## src/rtl/mhf_pkg.sv

```systemverilog
package mhf_pkg;
  localparam logic [31:0] CRC_POLY = 32'h04C11DB7;
  localparam int          CRC_W    = 32;

  // Advance a left-shifting CRC by one byte, data taken LSB first.
  function automatic logic [CRC_W-1:0] crc_step_byte(input logic [CRC_W-1:0] c,
                                                     input logic [7:0] d);
    logic [CRC_W-1:0] r;
    r = c;
    for (int i = 0; i < 8; i++) begin
      if (r[CRC_W-1] ^ d[i]) r = {r[CRC_W-2:0], 1'b0} ^ CRC_POLY;
      else                   r = {r[CRC_W-2:0], 1'b0};
    end
    return r;
  endfunction

  function automatic logic [CRC_W-1:0] bit_reverse(input logic [CRC_W-1:0] v);
    logic [CRC_W-1:0] r;
    for (int i = 0; i < CRC_W; i++) r[i] = v[CRC_W-1-i];
    return r;
  endfunction
endpackage

```

## src/rtl/mhf_crc_engine.sv

```systemverilog
module mhf_crc_engine
  import mhf_pkg::*;
#(
  parameter int ADDR_BYTES = 6
) (
  input  logic                    clk,
  input  logic                    rst,
  input  logic                    start,
  input  logic [ADDR_BYTES*8-1:0] addr,
  output logic                    crc_valid,
  output logic [CRC_W-1:0]        crc_out,
  output logic                    grp_bit
);
  localparam int ADDR_W = ADDR_BYTES * 8;
  localparam int REST_W = ADDR_W - 8;
  localparam int CNT_W  = $clog2(ADDR_BYTES + 1);

  logic              busy;
  logic [CNT_W-1:0]  left;
  logic [REST_W-1:0] rest;

  always_ff @(posedge clk) begin
    if (rst) begin
      busy      <= 1'b0;
      left      <= '0;
      rest      <= '0;
      crc_out   <= '1;
      grp_bit   <= 1'b0;
      crc_valid <= 1'b0;
    end else begin
      crc_valid <= 1'b0;
      if (start) begin
        crc_out <= crc_step_byte('1, addr[ADDR_W-1 -: 8]);
        rest    <= addr[REST_W-1:0];
        grp_bit <= addr[ADDR_W-8];
        left    <= CNT_W'(ADDR_BYTES - 1);
        busy    <= 1'b1;
      end else if (busy) begin
        crc_out <= crc_step_byte(crc_out, rest[REST_W-1 -: 8]);
        rest    <= {rest[REST_W-9:0], 8'h00};
        left    <= left - 1'b1;
        if (left == CNT_W'(1)) begin
          busy      <= 1'b0;
          crc_valid <= 1'b1;
        end
      end
    end
  end
endmodule

```

## src/rtl/mhf_table.sv

```systemverilog
module mhf_table #(
  parameter int TBL_WORDS = 8,
  parameter int WORD_W    = 32
) (
  input  logic                                      clk,
  input  logic                                      rst,
  input  logic                                      wr_en,
  input  logic [$clog2(TBL_WORDS)-1:0]              wr_sel,
  input  logic [WORD_W-1:0]                         wr_data,
  input  logic [$clog2(TBL_WORDS)-1:0]              rd_sel,
  output logic [WORD_W-1:0]                         rd_data,
  input  logic                                      bin_en,
  input  logic [$clog2(TBL_WORDS*WORD_W)-1:0]       bin_idx,
  input  logic                                      bin_set,
  input  logic [$clog2(TBL_WORDS*WORD_W)-1:0]       look_idx,
  output logic                                      look_bit
);
  localparam int SEL_W = $clog2(TBL_WORDS);
  localparam int BIT_W = $clog2(WORD_W);
  localparam int IDX_W = SEL_W + BIT_W;

  logic [WORD_W-1:0] words    [TBL_WORDS];
  logic [WORD_W-1:0] words_nx [TBL_WORDS];

  logic [SEL_W-1:0] bin_word;
  logic [BIT_W-1:0] bin_pos;
  logic [SEL_W-1:0] look_word;
  logic [BIT_W-1:0] look_pos;

  // MSB-first numbering inside a word: bin n sits at position WORD_W-1-n.
  assign bin_word  = bin_idx[IDX_W-1:BIT_W];
  assign bin_pos   = BIT_W'(WORD_W - 1) - bin_idx[BIT_W-1:0];
  assign look_word = look_idx[IDX_W-1:BIT_W];
  assign look_pos  = BIT_W'(WORD_W - 1) - look_idx[BIT_W-1:0];

  always_comb begin
    for (int w = 0; w < TBL_WORDS; w++) begin
      words_nx[w] = words[w];
      if (wr_en && wr_sel == SEL_W'(w)) words_nx[w] = wr_data;
      if (bin_en && bin_word == SEL_W'(w)) words_nx[w][bin_pos] = bin_set;
    end
  end

  always_ff @(posedge clk) begin
    if (rst) begin
      for (int w = 0; w < TBL_WORDS; w++) words[w] <= '0;
      rd_data <= '0;
    end else begin
      for (int w = 0; w < TBL_WORDS; w++) words[w] <= words_nx[w];
      rd_data <= words[rd_sel];
    end
  end

  assign look_bit = words[look_word][look_pos];
endmodule

```

## src/rtl/mhf_decide.sv

```systemverilog
module mhf_decide
  import mhf_pkg::*;
#(
  parameter int IDX_W = 8
) (
  input  logic             clk,
  input  logic             rst,
  input  logic             crc_valid,
  input  logic [CRC_W-1:0] crc,
  input  logic             grp_bit,
  output logic [IDX_W-1:0] look_idx,
  input  logic             look_bit,
  output logic             res_valid,
  output logic             res_accept,
  output logic [IDX_W-1:0] res_bin
);
  logic [CRC_W-1:0] crc_rev;

  assign crc_rev  = bit_reverse(crc);
  assign look_idx = crc_rev[CRC_W-1 -: IDX_W];

  always_ff @(posedge clk) begin
    if (rst) begin
      res_valid  <= 1'b0;
      res_accept <= 1'b0;
      res_bin    <= '0;
    end else begin
      res_valid  <= crc_valid;
      res_accept <= crc_valid & grp_bit & look_bit;
      if (crc_valid) res_bin <= look_idx;
    end
  end
endmodule

```

## src/rtl/mcast_hash_filter.sv

```systemverilog
module mcast_hash_filter
  import mhf_pkg::*;
#(
  parameter int ADDR_BYTES = 6,
  parameter int TBL_WORDS  = 8,
  parameter int WORD_W     = 32
) (
  input  logic                                clk,
  input  logic                                rst,
  input  logic                                addr_strobe,
  input  logic [ADDR_BYTES*8-1:0]             dest_addr,
  input  logic                                tbl_wr_en,
  input  logic [$clog2(TBL_WORDS)-1:0]        tbl_wr_sel,
  input  logic [WORD_W-1:0]                   tbl_wr_data,
  input  logic [$clog2(TBL_WORDS)-1:0]        tbl_rd_sel,
  output logic [WORD_W-1:0]                   tbl_rd_data,
  input  logic                                bin_cmd_en,
  input  logic [$clog2(TBL_WORDS*WORD_W)-1:0] bin_cmd_idx,
  input  logic                                bin_cmd_set,
  output logic                                res_valid,
  output logic                                res_accept,
  output logic [$clog2(TBL_WORDS*WORD_W)-1:0] res_bin
);
  localparam int IDX_W = $clog2(TBL_WORDS * WORD_W);

  logic             crc_valid;
  logic [CRC_W-1:0] crc_val;
  logic             grp_bit;
  logic [IDX_W-1:0] look_idx;
  logic             look_bit;

  mhf_crc_engine #(.ADDR_BYTES(ADDR_BYTES)) u_crc (
    .clk       (clk),
    .rst       (rst),
    .start     (addr_strobe),
    .addr      (dest_addr),
    .crc_valid (crc_valid),
    .crc_out   (crc_val),
    .grp_bit   (grp_bit)
  );

  mhf_table #(.TBL_WORDS(TBL_WORDS), .WORD_W(WORD_W)) u_tbl (
    .clk      (clk),
    .rst      (rst),
    .wr_en    (tbl_wr_en),
    .wr_sel   (tbl_wr_sel),
    .wr_data  (tbl_wr_data),
    .rd_sel   (tbl_rd_sel),
    .rd_data  (tbl_rd_data),
    .bin_en   (bin_cmd_en),
    .bin_idx  (bin_cmd_idx),
    .bin_set  (bin_cmd_set),
    .look_idx (look_idx),
    .look_bit (look_bit)
  );

  mhf_decide #(.IDX_W(IDX_W)) u_dec (
    .clk        (clk),
    .rst        (rst),
    .crc_valid  (crc_valid),
    .crc        (crc_val),
    .grp_bit    (grp_bit),
    .look_idx   (look_idx),
    .look_bit   (look_bit),
    .res_valid  (res_valid),
    .res_accept (res_accept),
    .res_bin    (res_bin)
  );
endmodule

```

## config.mk

```make
export PLATFORM = sky130hd
export DESIGN_NAME = mcast_hash_filter
export DESIGN_NICKNAME = d
export VERILOG_FILES = /design/src/rtl/mhf_pkg.sv /design/src/rtl/mhf_crc_engine.sv /design/src/rtl/mhf_table.sv /design/src/rtl/mhf_decide.sv /design/src/rtl/mcast_hash_filter.sv
export SDC_FILE = /design/constraint.sdc
export NUM_CORES = 1
export LEC_CHECK = 0
export BUFFER_PORTS_ARGS = -buffer_cell sky130_fd_sc_hd__buf_2
export CORE_MARGIN = 10
export CORE_UTILIZATION = 55
export DETAILED_ROUTE_END_ITERATION = 8
export GPL_ROUTABILITY_DRIVEN = 0
export PLACE_DENSITY = 0.73
export REMOVE_ABC_BUFFERS = 1
export SYNTH_ARGS = -nofsm -noshare
export SYNTH_HDL_FRONTEND = slang
export SYNTH_SLANG_ARGS = --single-unit
```

## constraint.sdc

```tcl
create_clock -name clk -period 3 [get_ports clk]
set_input_delay 0.6 -clock clk [delete_from_list [all_inputs] [get_ports clk]]
set_output_delay 0.6 -clock clk [all_outputs]
set_load 0.05 [all_outputs]
```

==> impl_metrics.tcl, run 1 <==
set metrics [dict create \
    run_status "complete, no violations" \
    dp_hpwl_um 41950 \
    vdd_drop_max_mv 0.4509 \
    cts_inserted_buffers 42 \
    avgSynthCellArea_um2 9.088 \
    async_reset_ff_share_pct 0 \
    core_area_mm2 0.03991 \
    path_cells "buf_12, mux4_2, mux2_2, o221ai_1, o2111ai_1, nand4_1, o221ai_1" \
    start_util_pct 55.83 \
    clkTransAtPathRegs_ns 0.06 \
    wl_um 69290 \
    routed_via_density 6.602 \
    hold_path_class "in -> reg" \
    tightest_slew_ns 1.097 \
    utilization_pct 62.85 \
    stdcell_count 2994 \
    synth_flop_cell "dfxtp_1" \
    path_buf_inv 1 \
    postCtsSetupBuffers 0 \
    cp_top_family "multiplexers" \
    cp_max_fo 23 \
    drc 0 \
    clkLatencyLatePin_ns 0.58 \
    vias 19770 \
    tritoncts "done" \
    final.min_clock_period_ns 2.500 \
    max_slew_margin_pct 26.90 \
    drt_iter0_markers 2430 \
    layout_worst_path_cycle_share_pct 83.32 \
    synth.cell_area_mm2 0.02228 \
    drv_slew 0 \
    die_y_um 221.3 \
    p_seq_share_pct 39.4 \
    num-fill-cells 3249 \
    required_ns 3.44 \
    cp_data_arrival_time_ns 2.94 \
    combPwrFrac_pct 20.7 \
    yosysSeqAreaShare_pct 34.05 \
    setup_viol 0 \
    antenna_found_initial 8 \
    drv_cap 0 \
    cp_slowest_cell "dfxtp_4" \
    synth_cell_types 58 \
    pre_cts_ws_ns 0.5114 \
    criticalPathCategory "reg -> reg" \
    post_cts_resized 0 \
    p_leak_nw 10.07 \
    p_int_w 0.009910 \
    endpoint_kind "flop" \
    die_w_um 221.3 \
    htree_num_levels 2 \
    critPathMostFrequentCell "o221ai_1" \
    p_total_w 0.01394 \
    final-seq-area_mm2 0.007599 \
    synth-seq-cells 379 \
    yosysWarnings 0 \
    skew_ns 0.01425 \
    port_buffers 141 \
    placedCellCount 2916 \
    grt_start_max_net_pins 134 \
    wl_per_cell_um 23.14 \
    syn_inst 2452 \
    synth_edf_count 0 \
    start_kind "flop" \
    p_sw_share_pct 28.91 \
    slowest_delay_ns 0.61 \
    max_freq_mhz 400.1 \
    grt_pass1_vias 18870 \
    multiInputGateArea_mm2 0.01364 \
    clockBufferDepth 3 \
    firstDrtPassIters 6 \
    grt_pass1_wl_um 108600 \
    switchingPower_w 0.004029 \
    io_pins 142 \
    dieArea_mm2 0.04897 \
    area_growth_pct 12.58 \
    cts.sinks 379 \
    ant_nets 0 \
    grt_overflow 0 \
    cts-root-buf "clkbuf_16" \
    power_frac_clock_pct 39.9 \
    finalNetCount 2537 \
    fin_ws_ns 0.5004 \
    p_per_area_mw_per_mm2 555.6 \
    rsz0062_at_grt "no" \
    finalHoldViolCount 0 \
    drive_gt1_share_pct 17.77 \
    track_usage_pct 27.08 \
    hold_buffers 0 \
    rows 73 \
]
-- sequential cells by signal, indices dropped and copies added, names as in the netlist, 3 cells and up, named ones only --
name and count:
u_dec.res_bin 8, u_crc.rest 40, u_tbl.words 256, u_crc.crc_out 32, u_crc.left 3, u_tbl.rd_data 32
-- layout make-up --
class                      count  area share, %
clock inverter                16         0.9675
clock buffer                  58          4.922
antenna                        4        0.03990
multi-input combinational   1784          54.38
inverter                       8         0.1197
tap                          525          2.618
timing repair buffer         220          6.668
sequential                   379          30.29
-- per-layer routing --
| layer | wire (um) | part of all wire [%] | GRT usage (%) | vias to the layer above |
|---|---|---|---|---|
| li1 | - | - | - | 8866 |
| met1 | 27290 | 39 | 34.86 | 9537 |
| met2 | 32680 | 47 | 43.48 | 1128 |
| met3 | 6579 | 9.5 | 5.115 | 225 |
| met4 | 2672 | 3.9 | 11.98 | 10 |
| met5 | 69 | 0.10 | 0 | - |
-- cells by family (layout without fill, tap and decap cells) --
logic type	Yosys count	count (layout)	share of synthesized area [%]
adder cells (fa/ha/maj)	2	2	0.1123
flip-flops	379	379	34.05
AND/OR/NAND/NOR	612	612	10.93
AO/OA/AOI/OAI	546	546	15.24
multiplexers	513	513	29.49
other	0	4	0
XOR/XNOR	111	111	5.115
buffers and inverters	289	302	5.070
-- power groups by stage --
stage | logic (W) | clock network (W) | registers [W]
after global routing | 0.00309 | 0.00582 | 0.00551
after floorplan | 0.00180 | 0 | 0.00564
after global placement | 0.00278 | 0 | 0.00558
final | 0.00288 | 0.00557 | 0.00549
after detailed placement | 0.00282 | 0 | 0.00559
after CTS | 0.00285 | 0.00563 | 0.00548
-- cell usage in the layout (no fill, tap or decap), types with 7 or more instances in the layout --
cell type and n:
a31oi_1 161, a22oi_1 9, clkbuf_16 45, inv_1 7
nand2b_1 8, o211ai_1 18, o21ai_0 8, xnor2_1 78
a211oi_1 105, a21oi_1 204, nand2_1 137, clkbuf_1 7
buf_4 54, xor2_1 20, dfxtp_1 376, mux4_2 114
buf_2 136, nor2_1 418, mux2_2 8, mux2i_1 391
buf_12 28, o221ai_1 18
-- per-stage QoR --
step                      hold slack (ns)  setup TNS, ns  area, um^2
after global routing               0.2527              0       25080
after detailed placement           0.4783              0       23600
after global placement             0.4770              0       23600
after CTS                          0.2330              0       25080
final                              0.2603              0       25090
after floorplan                    0.4652        -249.23       21180
-- cell usage after synthesis (all sizes together) (2+ instances only) --
cell     instances  area share [%]
nor2           424             7.1
mux2i          391              18
dfxtp          379              34
clkbuf         221             3.7
a21oi          204             4.6
a31oi          161             4.5
nand2          137             2.3
mux4           114              12
a211oi         106             3.6
xnor2           82             3.4
buf             60             1.2
xor2            24             1.2
o211ai          18            0.61
o221ai          18            0.71
o21ai           10            0.22
a22oi            9            0.30
inv              8            0.13
mux2             8            0.40
nand2b           8            0.22
and2             6            0.17
nor2b            6            0.17
o22ai            6            0.17
nand3            5            0.11
nor3             5            0.11
xnor3            5            0.53
nand3b           4            0.13
nor4             4            0.11
a211o            3            0.12
nand4            3           0.084
nand4b           3            0.12
ha               2            0.11
nor3b            2           0.067
o2111ai          2           0.079
o31ai            2           0.067
-- final timing paths --
| check | endpoint | cells past startpoint | start | slack [ns] |
|---|---|---|---|---|
| setup / recovery | u_dec.res_accept | 7 | flop | 0.50 |
| hold / removal | u_crc.rest[17] | 3 | dest_addr[17] | 0.26 |
| setup reg to reg | u_dec.res_accept | 7 | flop | 0.50 |
| hold reg to reg | u_dec.res_bin[5] | 2 | u_dec.res_bin[5] | 0.50 |
-- worst min-delay path, cell delays in order --
cell and delay, ns:
buf_2 0.08, a21oi_1 0.05, nor2_1 0.07
No activity file was read; power rests on OpenSTA's default activity.
==> run 2, diff against run 1 <==
clock period = 2.3 ns   (was 3 ns; I/O delays follow)
==> impl_metrics.tcl, run 2 (synthesized netlist as in run 1, its figures left out) <==
set metrics [dict create \
    dieArea_mm2 0.04897 \
    clockBufferDepth 3 \
    grt_pass1_vias 19280 \
    layout_worst_path_cycle_share_pct 97.99 \
    rr_worst_depth 8 \
    core_area_mm2 0.03991 \
    dp_hpwl_um 43280 \
    final_cell_mix "nor2_1, mux2i_1, dfxtp_1" \
    drv_slew 0 \
    finalHoldViolCount 0 \
    finalNetCount 2584 \
    hold_path_class "in -> reg" \
    min_from "dest_addr[38]" \
    vias 20070 \
    die_y_um 221.3 \
    htree_num_levels 2 \
    start_util_pct 55.83 \
    tightest_slew_ns 1.144 \
    clkLatencyLatePin_ns 0.58 \
    regToRegSetupSlack_ns 0.05 \
    wl_per_cell_um 23.58 \
    cts.sinks 379 \
    cp_data_arrival_time_ns 2.75 \
    p_total_w 0.01903 \
    wl_um 71750 \
    grt_overflow 0 \
    pre_cts_ws_ns -0.04572 \
    largestRegisters "u_tbl.words x256, u_crc.rest x40" \
    grt_pass1_wl_um 110400 \
    critPathMostFrequentCell "mux4_2" \
    p_leak_nw 10.44 \
    path_buf_inv 2 \
    rr_endpoint "u_dec.res_accept" \
    routed_via_density 6.594 \
    top_register "u_tbl.words" \
    p_per_area_mw_per_mm2 738.5 \
    area_growth_pct 15.65 \
    cp_slowest_cell "mux4_2" \
    rsz0062_at_grt "yes" \
    placedCellCount 2955 \
    max_slew_margin_pct 23.73 \
    setup_viol 0 \
    drt_iter0_markers 2326 \
    grt_start_max_net_pins 138 \
    holdPathStages 3 \
    min_to "u_crc.rest[38]" \
    ant_nets 0 \
    required_ns 2.80 \
    drive_gt1_share_pct 19.79 \
    criticalPathCategory "reg -> reg" \
    slowest_delay_ns 0.54 \
    io_pins 142 \
    cp_top_family "multiplexers" \
    fin_ws_ns 0.04616 \
    rows 73 \
    skew_ns 0.01906 \
    track_usage_pct 27.57 \
    antenna_found_initial 3 \
    holdWs_ns 0.1289 \
    run_status "complete, no violations" \
    largest_reg_flops 256 \
    drc 0 \
    drv_cap 0 \
    tritoncts "done" \
    path_cells "buf_12, clkbuf_16, mux4_2, mux2i_1, mux4_2, o2111ai_1, nand4_1, o221ai_1" \
    stdcell_count 3043 \
    die_w_um 221.3 \
    max_freq_mhz 443.7 \
    vdd_drop_max_mv 0.6394 \
    cts-root-buf "clkbuf_16" \
    endpoint_kind "flop" \
    cp_max_fo 7 \
    cts_inserted_buffers 43 \
    port_buffers 141 \
    start_kind "flop" \
    finalSetupTns_ns 0 \
    final.min_clock_period_ns 2.254 \
    firstDrtPassIters 6 \
    clkTransAtPathRegs_ns 0.06 \
    layout_commonest_cell "nor2_1" \
]
## run 2: repair_timing
action	in CTS	in global routing
endpoints found under the setup margin	1	2
hold buffers	0	0
setup buffers	0	4
gates resized for setup	3	14
gates cloned	1	2
## run 2: metal layers
| layer | share of wire [%] | global-route usage [%] | wire [um] | vias to the layer above |
|---|---|---|---|---|
| met1 | 38 | 33.98 | 27130 | 9621 |
| met2 | 47 | 44.68 | 33910 | 1208 |
| met3 | 10 | 5.853 | 7168 | 269 |
| met4 | 4.9 | 14.22 | 3512 | 4 |
| li1 | - | - | - | 8965 |
| met5 | 0.045 | 0 | 32 | - |
## run 2: layout make-up
cell class,instances,area (um^2)
Fill cell,3181,14140
Multi-Input combinational cell,1784,13700
Sequential cell,379,7599
Timing Repair Buffer,266,2183
Clock buffer,57,1252
Tap cell,525,656.9
Clock inverter,22,346.6
Inverter,8,30.03
Antenna cell,2,5.005
## run 2: how the worst max path moves through the flow
stage / startpoint / to / slack [ns] / cells after the start
after floorplan: tbl_wr_sel[2] / u_tbl.words[1][12] / -2.47 / 6
after global placement: flop / u_dec.res_accept / -0.02 / 7
after detailed placement: flop / u_dec.res_accept / -0.05 / 7
after CTS: flop / u_dec.res_accept / 0.01 / 8
after global routing: flop / u_dec.res_accept / -0.01 / 6
final: flop / u_dec.res_accept / 0.05 / 8
## run 2: power breakdown
part | total [W] | leakage, nW | internal, W | switching [W]
clock | 0.00779 | 0.783 | 0.00484 | 0.00295
combinational | 0.00412 | 6.57 | 0.00188 | 0.00224
sequential | 0.00712 | 3.08 | 0.00684 | 0.000285
total | 0.0190 | 10.4 | 0.0136 | 0.00547
## run 2: stage by stage
stage	util, %	instance area, um^2
3_5_place_dp	60.02	23960
2_1_floorplan	-	21180
3_3_place_gp	60.02	23960
4_1_cts	64.15	25600
6_report	64.57	25770
5_1_grt	64.56	25770
## run 2: worst reg2reg max path: stages (launching register included)
cell and delay [ns]:
dfxtp_4 0.45, buf_12 0.15, clkbuf_16 0.16, mux4_2 0.18, mux2i_1 0.07, mux4_2 0.54, o2111ai_1 0.30, nand4_1 0.14
o221ai_1 0.19
